**src/rtl/intr_gate_pkg.sv**
```systemverilog
package intr_gate_pkg;
  localparam int OP_W = 3;
  localparam logic [OP_W-1:0] OPC_SKIP_OFF   = 3'd0;
  localparam logic [OP_W-1:0] OPC_ON_LATE    = 3'd1;
  localparam logic [OP_W-1:0] OPC_OFF_CANCEL = 3'd2;
  localparam int SRC_CNT = 2;
endpackage

```
**src/rtl/intr_key_edge.sv**
```systemverilog
module intr_key_edge (
  input  logic clk,
  input  logic rst,
  input  logic key_lvl,
  output logic key_rise
);
  logic key_prev;

  always_ff @(posedge clk) begin
    if (rst) key_prev <= 1'b0;
    else     key_prev <= key_lvl;
  end

  assign key_rise = key_lvl & ~key_prev;

  AST_HELD_KEY_QUIET: assert property (@(posedge clk) disable iff (rst)
    key_rise |=> !key_rise);
endmodule

```
**src/rtl/intr_req_merge.sv**
```systemverilog
module intr_req_merge #(
  parameter int N = 2
) (
  input  logic [N-1:0] req,
  output logic         any_req
);
  logic [N:0] chain;
  assign chain[0] = 1'b0;
  for (genvar g = 0; g < N; g++) begin : g_or
    assign chain[g+1] = chain[g] | req[g];
  end
  assign any_req = chain[N];
endmodule

```
**src/rtl/intr_take_ctl.sv**
```systemverilog
module intr_take_ctl (
  input  logic clk,
  input  logic rst,
  input  logic instr_done,
  input  logic ion_q,
  input  logic any_req,
  output logic take_now,
  output logic take_q
);
  assign take_now = instr_done & ion_q & any_req;

  always_ff @(posedge clk) begin
    if (rst) take_q <= 1'b0;
    else     take_q <= take_now;
  end

  AST_TAKE_SINGLE: assert property (@(posedge clk) disable iff (rst)
    take_q |=> !take_q);
  AST_TAKE_AT_BOUNDARY: assert property (@(posedge clk) disable iff (rst)
    take_q |-> $past(instr_done) && $past(ion_q));
  AST_TAKE_DROPS_ION: assert property (@(posedge clk) disable iff (rst)
    take_q |-> !ion_q);
endmodule

```
**src/rtl/intr_enable_seq.sv**
```systemverilog
module intr_enable_seq
  import intr_gate_pkg::*;
(
  input  logic            clk,
  input  logic            rst,
  input  logic            op_valid,
  input  logic [OP_W-1:0] op_code,
  input  logic            instr_done,
  input  logic            start_rise,
  input  logic            take_now,
  output logic            ion_q,
  output logic            skip_q
);
  logic armed_q;
  logic due_q;
  logic op_skip;
  logic op_late;
  logic op_cancel;
  logic kill_ion;
  logic kill_defer;
  logic armed_set;

  assign op_skip    = op_valid && (op_code == OPC_SKIP_OFF);
  assign op_late    = op_valid && (op_code == OPC_ON_LATE);
  assign op_cancel  = op_valid && (op_code == OPC_OFF_CANCEL);
  assign kill_ion   = start_rise | op_skip | op_cancel | take_now;
  assign kill_defer = start_rise | op_cancel;
  assign armed_set  = armed_q | op_late;

  always_ff @(posedge clk) begin
    if (rst) begin
      ion_q   <= 1'b0;
      armed_q <= 1'b0;
      due_q   <= 1'b0;
      skip_q  <= 1'b0;
    end else begin
      skip_q <= op_skip & ion_q;
      if (kill_ion)                ion_q <= 1'b0;
      else if (instr_done && due_q) ion_q <= 1'b1;
      if (kill_defer) begin
        armed_q <= 1'b0;
        due_q   <= 1'b0;
      end else if (instr_done) begin
        armed_q <= 1'b0;
        due_q   <= armed_set;
      end else begin
        armed_q <= armed_set;
      end
    end
  end

  AST_SKIP_NEEDS_ION: assert property (@(posedge clk) disable iff (rst)
    skip_q |-> $past(ion_q));
  AST_SKIP_OFF_NOW: assert property (@(posedge clk) disable iff (rst)
    op_skip |=> !ion_q);
  AST_LATE_ON_AT_STROBE: assert property (@(posedge clk) disable iff (rst)
    $rose(ion_q) |-> $past(instr_done));
  AST_CANCEL_OFF_NOW: assert property (@(posedge clk) disable iff (rst)
    op_cancel |=> !ion_q && !armed_q && !due_q);
  AST_START_CLEARS: assert property (@(posedge clk) disable iff (rst)
    start_rise |=> !ion_q && !due_q);
endmodule

```
**src/rtl/intr_gate.sv**
```systemverilog
module intr_gate
  import intr_gate_pkg::*;
(
  input  logic            clk,
  input  logic            rst,
  input  logic            op_valid,
  input  logic [OP_W-1:0] op_code,
  input  logic            instr_done,
  input  logic            start_key,
  input  logic            tto_flag,
  input  logic            kbd_flag,
  output logic            skip_next,
  output logic            irq_take,
  output logic            ion
);
  logic                start_rise;
  logic                any_req;
  logic                take_now;
  logic                ion_q;
  logic                skip_q;
  logic                take_q;
  logic [SRC_CNT-1:0]  req_vec;

  assign req_vec = {kbd_flag, tto_flag};

  intr_key_edge u_key (
    .clk(clk), .rst(rst), .key_lvl(start_key), .key_rise(start_rise)
  );

  intr_req_merge #(.N(SRC_CNT)) u_merge (
    .req(req_vec), .any_req(any_req)
  );

  intr_take_ctl u_take (
    .clk(clk), .rst(rst), .instr_done(instr_done), .ion_q(ion_q),
    .any_req(any_req), .take_now(take_now), .take_q(take_q)
  );

  intr_enable_seq u_seq (
    .clk(clk), .rst(rst), .op_valid(op_valid), .op_code(op_code),
    .instr_done(instr_done), .start_rise(start_rise), .take_now(take_now),
    .ion_q(ion_q), .skip_q(skip_q)
  );

  assign skip_next = skip_q;
  assign irq_take  = take_q;
  assign ion       = ion_q;

  AST_NO_SKIP_AND_TAKE_FROM_IDLE: assert property (@(posedge clk) disable iff (rst)
    (!$past(instr_done)) |-> !irq_take);
endmodule

```
**config.mk**
```make
export PLATFORM = sky130hd
export DESIGN_NAME = intr_gate
export DESIGN_NICKNAME = d
export VERILOG_FILES = /design/src/rtl/intr_gate_pkg.sv /design/src/rtl/intr_key_edge.sv /design/src/rtl/intr_req_merge.sv /design/src/rtl/intr_take_ctl.sv /design/src/rtl/intr_enable_seq.sv /design/src/rtl/intr_gate.sv
export SDC_FILE = /design/constraint.sdc
export NUM_CORES = 1
export LEC_CHECK = 0
export CORE_AREA = 2 2 39 41
export DETAILED_ROUTE_END_ITERATION = 10
export DIE_AREA = 0 0 41 43
export DONT_BUFFER_PORTS = 1
export HOLD_SLACK_MARGIN = 0.15
export REMOVE_ABC_BUFFERS = 1
export SYNTH_ARGS = -nofsm -noshare
export SYNTH_HDL_FRONTEND = slang
export SYNTH_SLANG_ARGS = --single-unit
export TNS_END_PERCENT = 10
```
**constraint.sdc**
```tcl
create_clock -name clk -period 1 [get_ports clk]
set_input_delay 0 -clock clk [delete_from_list [all_inputs] [get_ports clk]]
set_output_delay 0 -clock clk [all_outputs]
set_load 0.01 [all_outputs]
```
* Word level (Yosys, flattened, before mapping)
Cells that the tools add are included.
Storage, ports and cells: flip-flop bits (word level) 6, bits of input ports 10, word-level logic and storage cells 27
Operators by class: eq/ne operators 2, bitwise gates (word level) 11, reductions and logical operators 8
Operators with widths (number):
- $or A1 B1 Y1 | 6
- $and A1 B1 Y1 | 4
- $logic_and A1 B1 Y1 | 4
- $reduce_or A2 Y1 | 2
- $eq A3 B1 Y1 const B | 1
- $eq A3 B2 Y1 const B | 1
- $logic_not A3 Y1 | 1
- $reduce_or A3 Y1 | 1
- $not A1 Y1 | 1

* Logic depth before layout (Yosys ltp)
depth after elaboration 6, gate-level depth with buffers 3, depth with buffers taken out 3

* Cells and area by module
Synthesis repeated with hierarchy kept, for this count alone.
Second synthesis, totals: cell total of the unflattened synthesis 23, area, all modules 254.0 um^2
Modules (own cells, without submodules):
- intr_enable_seq | times used 1, cells each 16, area an instance 163.9 um^2, sequential area each 80.1 um^2
- intr_key_edge | times used 1, cells each 3, area an instance 47.5 um^2, sequential area each 20.0 um^2
- intr_take_ctl | times used 1, cells each 3, area an instance 36.3 um^2, sequential area each 20.0 um^2
- intr_req_merge | times used 1, cells each 1, area an instance 6.3 um^2, sequential area each 0.0 um^2

* Worst setup path before layout
No wires, ideal clock.
kind register to register, from register u_seq.ion_q, to register u_seq.ion_q, arrival 863 ps, data required time 942 ps, path slack 79 ps, stages on the path, launching flop included 4, period minus slack after synthesis 921 ps, cells stage by stage dfxtp_1 a21oi_1 a2111oi_2 o21a_1
Between the ends: longest elaborated chain between the ends 4
RTL lines:
- start, declared | RTL line intr_enable_seq.sv:11 | output logic ion_q,
- start signal, assigned | RTL line intr_enable_seq.sv:32 | ion_q <= 1'b0;
- start signal, assigned | RTL line intr_enable_seq.sv:38 | if (kill_ion) ion_q <= 1'b0;
- start signal, assigned | RTL line intr_enable_seq.sv:39 | else if (instr_done && due_q) ion_q <= 1'b1;
- $and A1 B1 Y1 (2 in a row) | RTL line intr_take_ctl.sv:10 | assign take_now = instr_done & ion_q & any_req;
- $or A1 B1 Y1 | RTL line intr_enable_seq.sv:26 | assign kill_ion = start_rise | op_skip | op_cancel | take_now;
- $reduce_or A2 Y1 (no source line)
Every way passes these cells. A chain may end at the register's enable or synchronous reset.

* Final worst setup path
from input port start_key, to register u_seq.armed_q
Between the ends: longest elaborated chain between the ends 3
RTL lines:
- start, declared | RTL line intr_gate.sv:9 | input logic start_key,
- $and A1 B1 Y1 | RTL line intr_key_edge.sv:14 | assign key_rise = key_lvl & ~key_prev;
- $or A1 B1 Y1 | RTL line intr_enable_seq.sv:27 | assign kill_defer = start_rise | op_cancel;
- $reduce_or A3 Y1 (no source line)
- end signal, assigned | RTL line intr_enable_seq.sv:47 | armed_q <= armed_set;
- end, declared | RTL line intr_enable_seq.sv:14 | logic armed_q;
Every way passes these cells.

==> results by stage <==
Run status:
- The run finished with clean final reports.

Placement:
- After detailed placement, the total cell area comes to 270.3 µm².
- The count of buffers added on input and output ports is 0.
- The final weighted congestion of routability-driven global placement is 0.6880.
- At the placement stage, the worst setup path has a slack of slightly below 0.05 ns.

Worst setup path:
- The worst setup path is captured at a register.
- The cell count of the worst reg-to-reg path is 3.
- The register-to-register setup slack is ~0.04 ns.
- The startpoint identified for the worst register-to-register timing path is u_key.key_prev.
- The worst setup path is of the in -> reg kind.
- The data arrival time at the worst-slack endpoint is approximately 1.2 ns.
- At the worst endpoint, the required time is between 1 and 1.5 ns.
- In this run the worst path has a maximum fanout of 3.
- The nature of the critical path startpoint is an input pin.
- The reg-to-reg critical path endpoint is u_seq.armed_q.

Timing:
- The clock arrives with 0.001011 ns of skew.
- Setup violations remaining at the end of the flow were counted as 0.
- The number of hold violations in the final report is 0.
- Of the available clock period, the critical path in the final layout requires 98.43%.
- The count of final max-slew check failures is 0.
- The time the final worst path needs with I/O delays and setup is around 0.98 ns.
- The maximum clock frequency is approximately 1000 MHz.
- For the pin with the worst max-slew slack, the measured transition is about 0.26 ns.
- Setup repair after global routing could not meet its margin everywhere.
- Setup slack on the critical path of the routed design comes to between 0.015 and 0.02 ns.
- The worst hold slack across all endpoints is ~0.14 ns.
- In this run the tightest slew margin relative to its limit is 82.47%.

CTS:
- The clock tree buffer depth is 2.
- The clock-pin slew reported for the worst setup and hold paths after clock tree synthesis is ~0.04 ns.
- At the later pin of the worst-skew pair, clock insertion delay measures ~0.25 ns.
- The number of setup buffers added after CTS is 0.
- CTS built an H-tree with a depth of 1.
- The TritonCTS clock tree is done.
- Clock tree synthesis inserted a total of 3 buffers.
- The buffer cell driving the clock tree root is clkbuf_4.
- Clock tree synthesis found a total of 6 sinks.

Hold path:
- The worst hold path startpoint is instr_done.
- The worst hold path terminates at u_seq.armed_q.
- In this run the worst hold path is classified as in -> reg.
- Counting instances, the worst hold path has a depth of 2.

Route:
- The routed design uses approximately 71 µm of met3 wire.
- In this run the top signal layer used is met3.
- The met2 wirelength from detailed routing is 229 µm.
- The final route contains around 210 vias.
- The average wire per cell in the routed design is about 9.7 µm.
- Once detail routing completed, the nets flagged for antenna violations numbered 0.
- After detailed routing, the number of remaining DRC violations is 0.
- The number of search-and-repair iterations in the first detailed-routing pass is 1.
- The sum of routed wire length over all layers is a little under 500 µm.
- After detailed routing, the number of vias per cell comes to ~4.2.
- After the first detailed-routing iteration, the DRC count stood at 0.
- After detailed routing, the wire length on met1 is ~190 µm.

Global routing:
- The number of antenna violations at the first check in global routing is 0.
- The total overflow reported by the global router is 0.
- The via count of the first global-routing pass is roughly 230.
- The maximum number of pins on one net before global-route repair is 6.
- Global routing used 7.839% of the available tracks.
- The global-route wire length before repair is 841 µm.

Die:
- The die outline area is roughly 1800 µm².
- In this run the count of I/O pins placed on the die edge is 13.
- The die outline height is 43 µm.
- The core region area is 1384 µm².
- The die boundary width is about 41 µm.
- The initial cell density of the core is 17.54%.
- The floorplan has 14 rows.

Synth:
- The share of the yosys chip area belonging to registers is 49.48%.
- The cell with the most instances after synthesis is dfxtp_1.
- The post-synth design cell area is ~240 µm².
- Of all cell types, the one taking the most synthesized area is dfxtp_1.
- In the synthesized netlist the dominant register cell turns out to be dfxtp_1.
- The post-synthesis average cell area is 10.55 µm².
- The share of async-settable or async-resettable flops after synthesis is 0%.
- The number of synthesized register bits is 6.
- The number of different library cells in the post-synthesis netlist is 15.
- The Yosys step of the flow raised 0 warnings.
- By count the netlist is led by dfxtp_1, nor2_1, inv_1.
- Ranked by total cell area, the synthesized netlist is headed by dfxtp_1, nor3b_4, a2111oi_2.
- Yosys mapped a number of flops with a built-in enable equal to 0.
- In this run the biggest area consumer among cell types represents about half of the synthesized area.
- The gate count of the mapped netlist is 23.

Final layout:
- The final layout net count is 47.
- The antenna diode count is 0.
- After routing the design area is around 380 µm².
- Cells fill around 27% of the core in the end.
- The area growth from synthesis to layout is 56.70%.
- The share of post-route cells with drive strength above 1 is roughly 20%.

Pwr:
- In this run the static leakage power is around 0.14 nW.
- For this design the ratio of total power to cell area is 1391 nW/µm².
- The completed layout was analyzed and its total power is 0.5290 mW.
- The largest vdd supply drop is ~570 µV.

Flow run:
- The count of max-cap constraint violations is 0.
## layout by cell type (no fill, tap or decap), drive strengths merged
cell	n
a211oi	1
nand2b	1
a221o	1
nor2	3
inv	2
dlymetal6s4s	1
nor4bb	1
dlygate4sd3	7
a21oi	1
nor2b	1
a2111oi	1
o21ai	1
buf	1
nor3	1
nor3b	2
o21a	1
dfxtp	6
clkbuf	3
## critical path: stages
cell and delay (ns):
dlygate4sd3_1 0.58, a221o_1 0.39, nor3_1 0.18
## flip-flops by register name, indices dropped and copies added (netlist names)
| name | flops |
|---|---|
| u_seq.armed_q | 1 |
| u_seq.skip_q | 1 |
| u_seq.due_q | 1 |
| u_seq.ion_q | 1 |
| u_take.take_q | 1 |
| u_key.key_prev | 1 |
## what timing repair did
| action | CTS | global route |
|---|---|---|
| hold buffers | 8 | 0 |
| resized for setup | 0 | 2 |
| hold endpoints to repair | 6 | 0 |
| setup endpoints to repair | 0 | 3 |
## report_power, final
part / total [mW] / switching (mW) / leakage [nW] / internal [mW]
Combinational: 0.0559 / 0.0215 / 0.0823 / 0.0344
Sequential: 0.247 / 0.00179 / 0.0487 / 0.245
Clock: 0.226 / 0.0904 / 0.0138 / 0.136
## stage by stage
| step | TNS [ns] | std cells |
|---|---|---|
| floorplan | 0 | 23 |
| global placement | 0 | 40 |
| detailed placement | 0 | 40 |
| CTS | 0 | 51 |
| global route | -0.006037 | 51 |
| finish | 0 | 51 |
## how the worst max path moves through the flow
stage	slack, ns	end	start	cells after the start
floorplan	0.08	u_seq.ion_q	u_seq.ion_q	3
global placement	0.04	u_seq.armed_q	u_key.key_prev	3
detailed placement	0.05	u_seq.armed_q	u_key.key_prev	3
CTS	0.02	u_seq.armed_q	u_key.key_prev	3
global route	-0.006	u_seq.armed_q	start_key	3
finish	0.02	u_seq.armed_q	start_key	3
## area by class of cell
type	instances	area, µm²
tap	16	20.02
timing repair buffer	9	90.09
multi-input combinational	15	120.1
inverter	2	7.507
fill	157	1003
sequential	6	120.1
clock buffer	3	22.52
## kinds of logic (layout without fill, tap and decap cells)
kind of cell           count (synthesis)  count (layout)  synth area share (%)
buffers and inverters                  2              14                 3.094
AOI/OAI and AO/OA                      6               6                 20.62
DFF                                    6               6                 49.49
and+or+nand+nor                        9               9                 26.81
## layer usage
layer	vias to the layer above	track usage, %
li1	108	-
met1	95	7.742
met2	11	10.31
met3	0	7.853
met4	0	4.000
met5	-	0
Note: power is estimated with default switching activity, not from simulation.
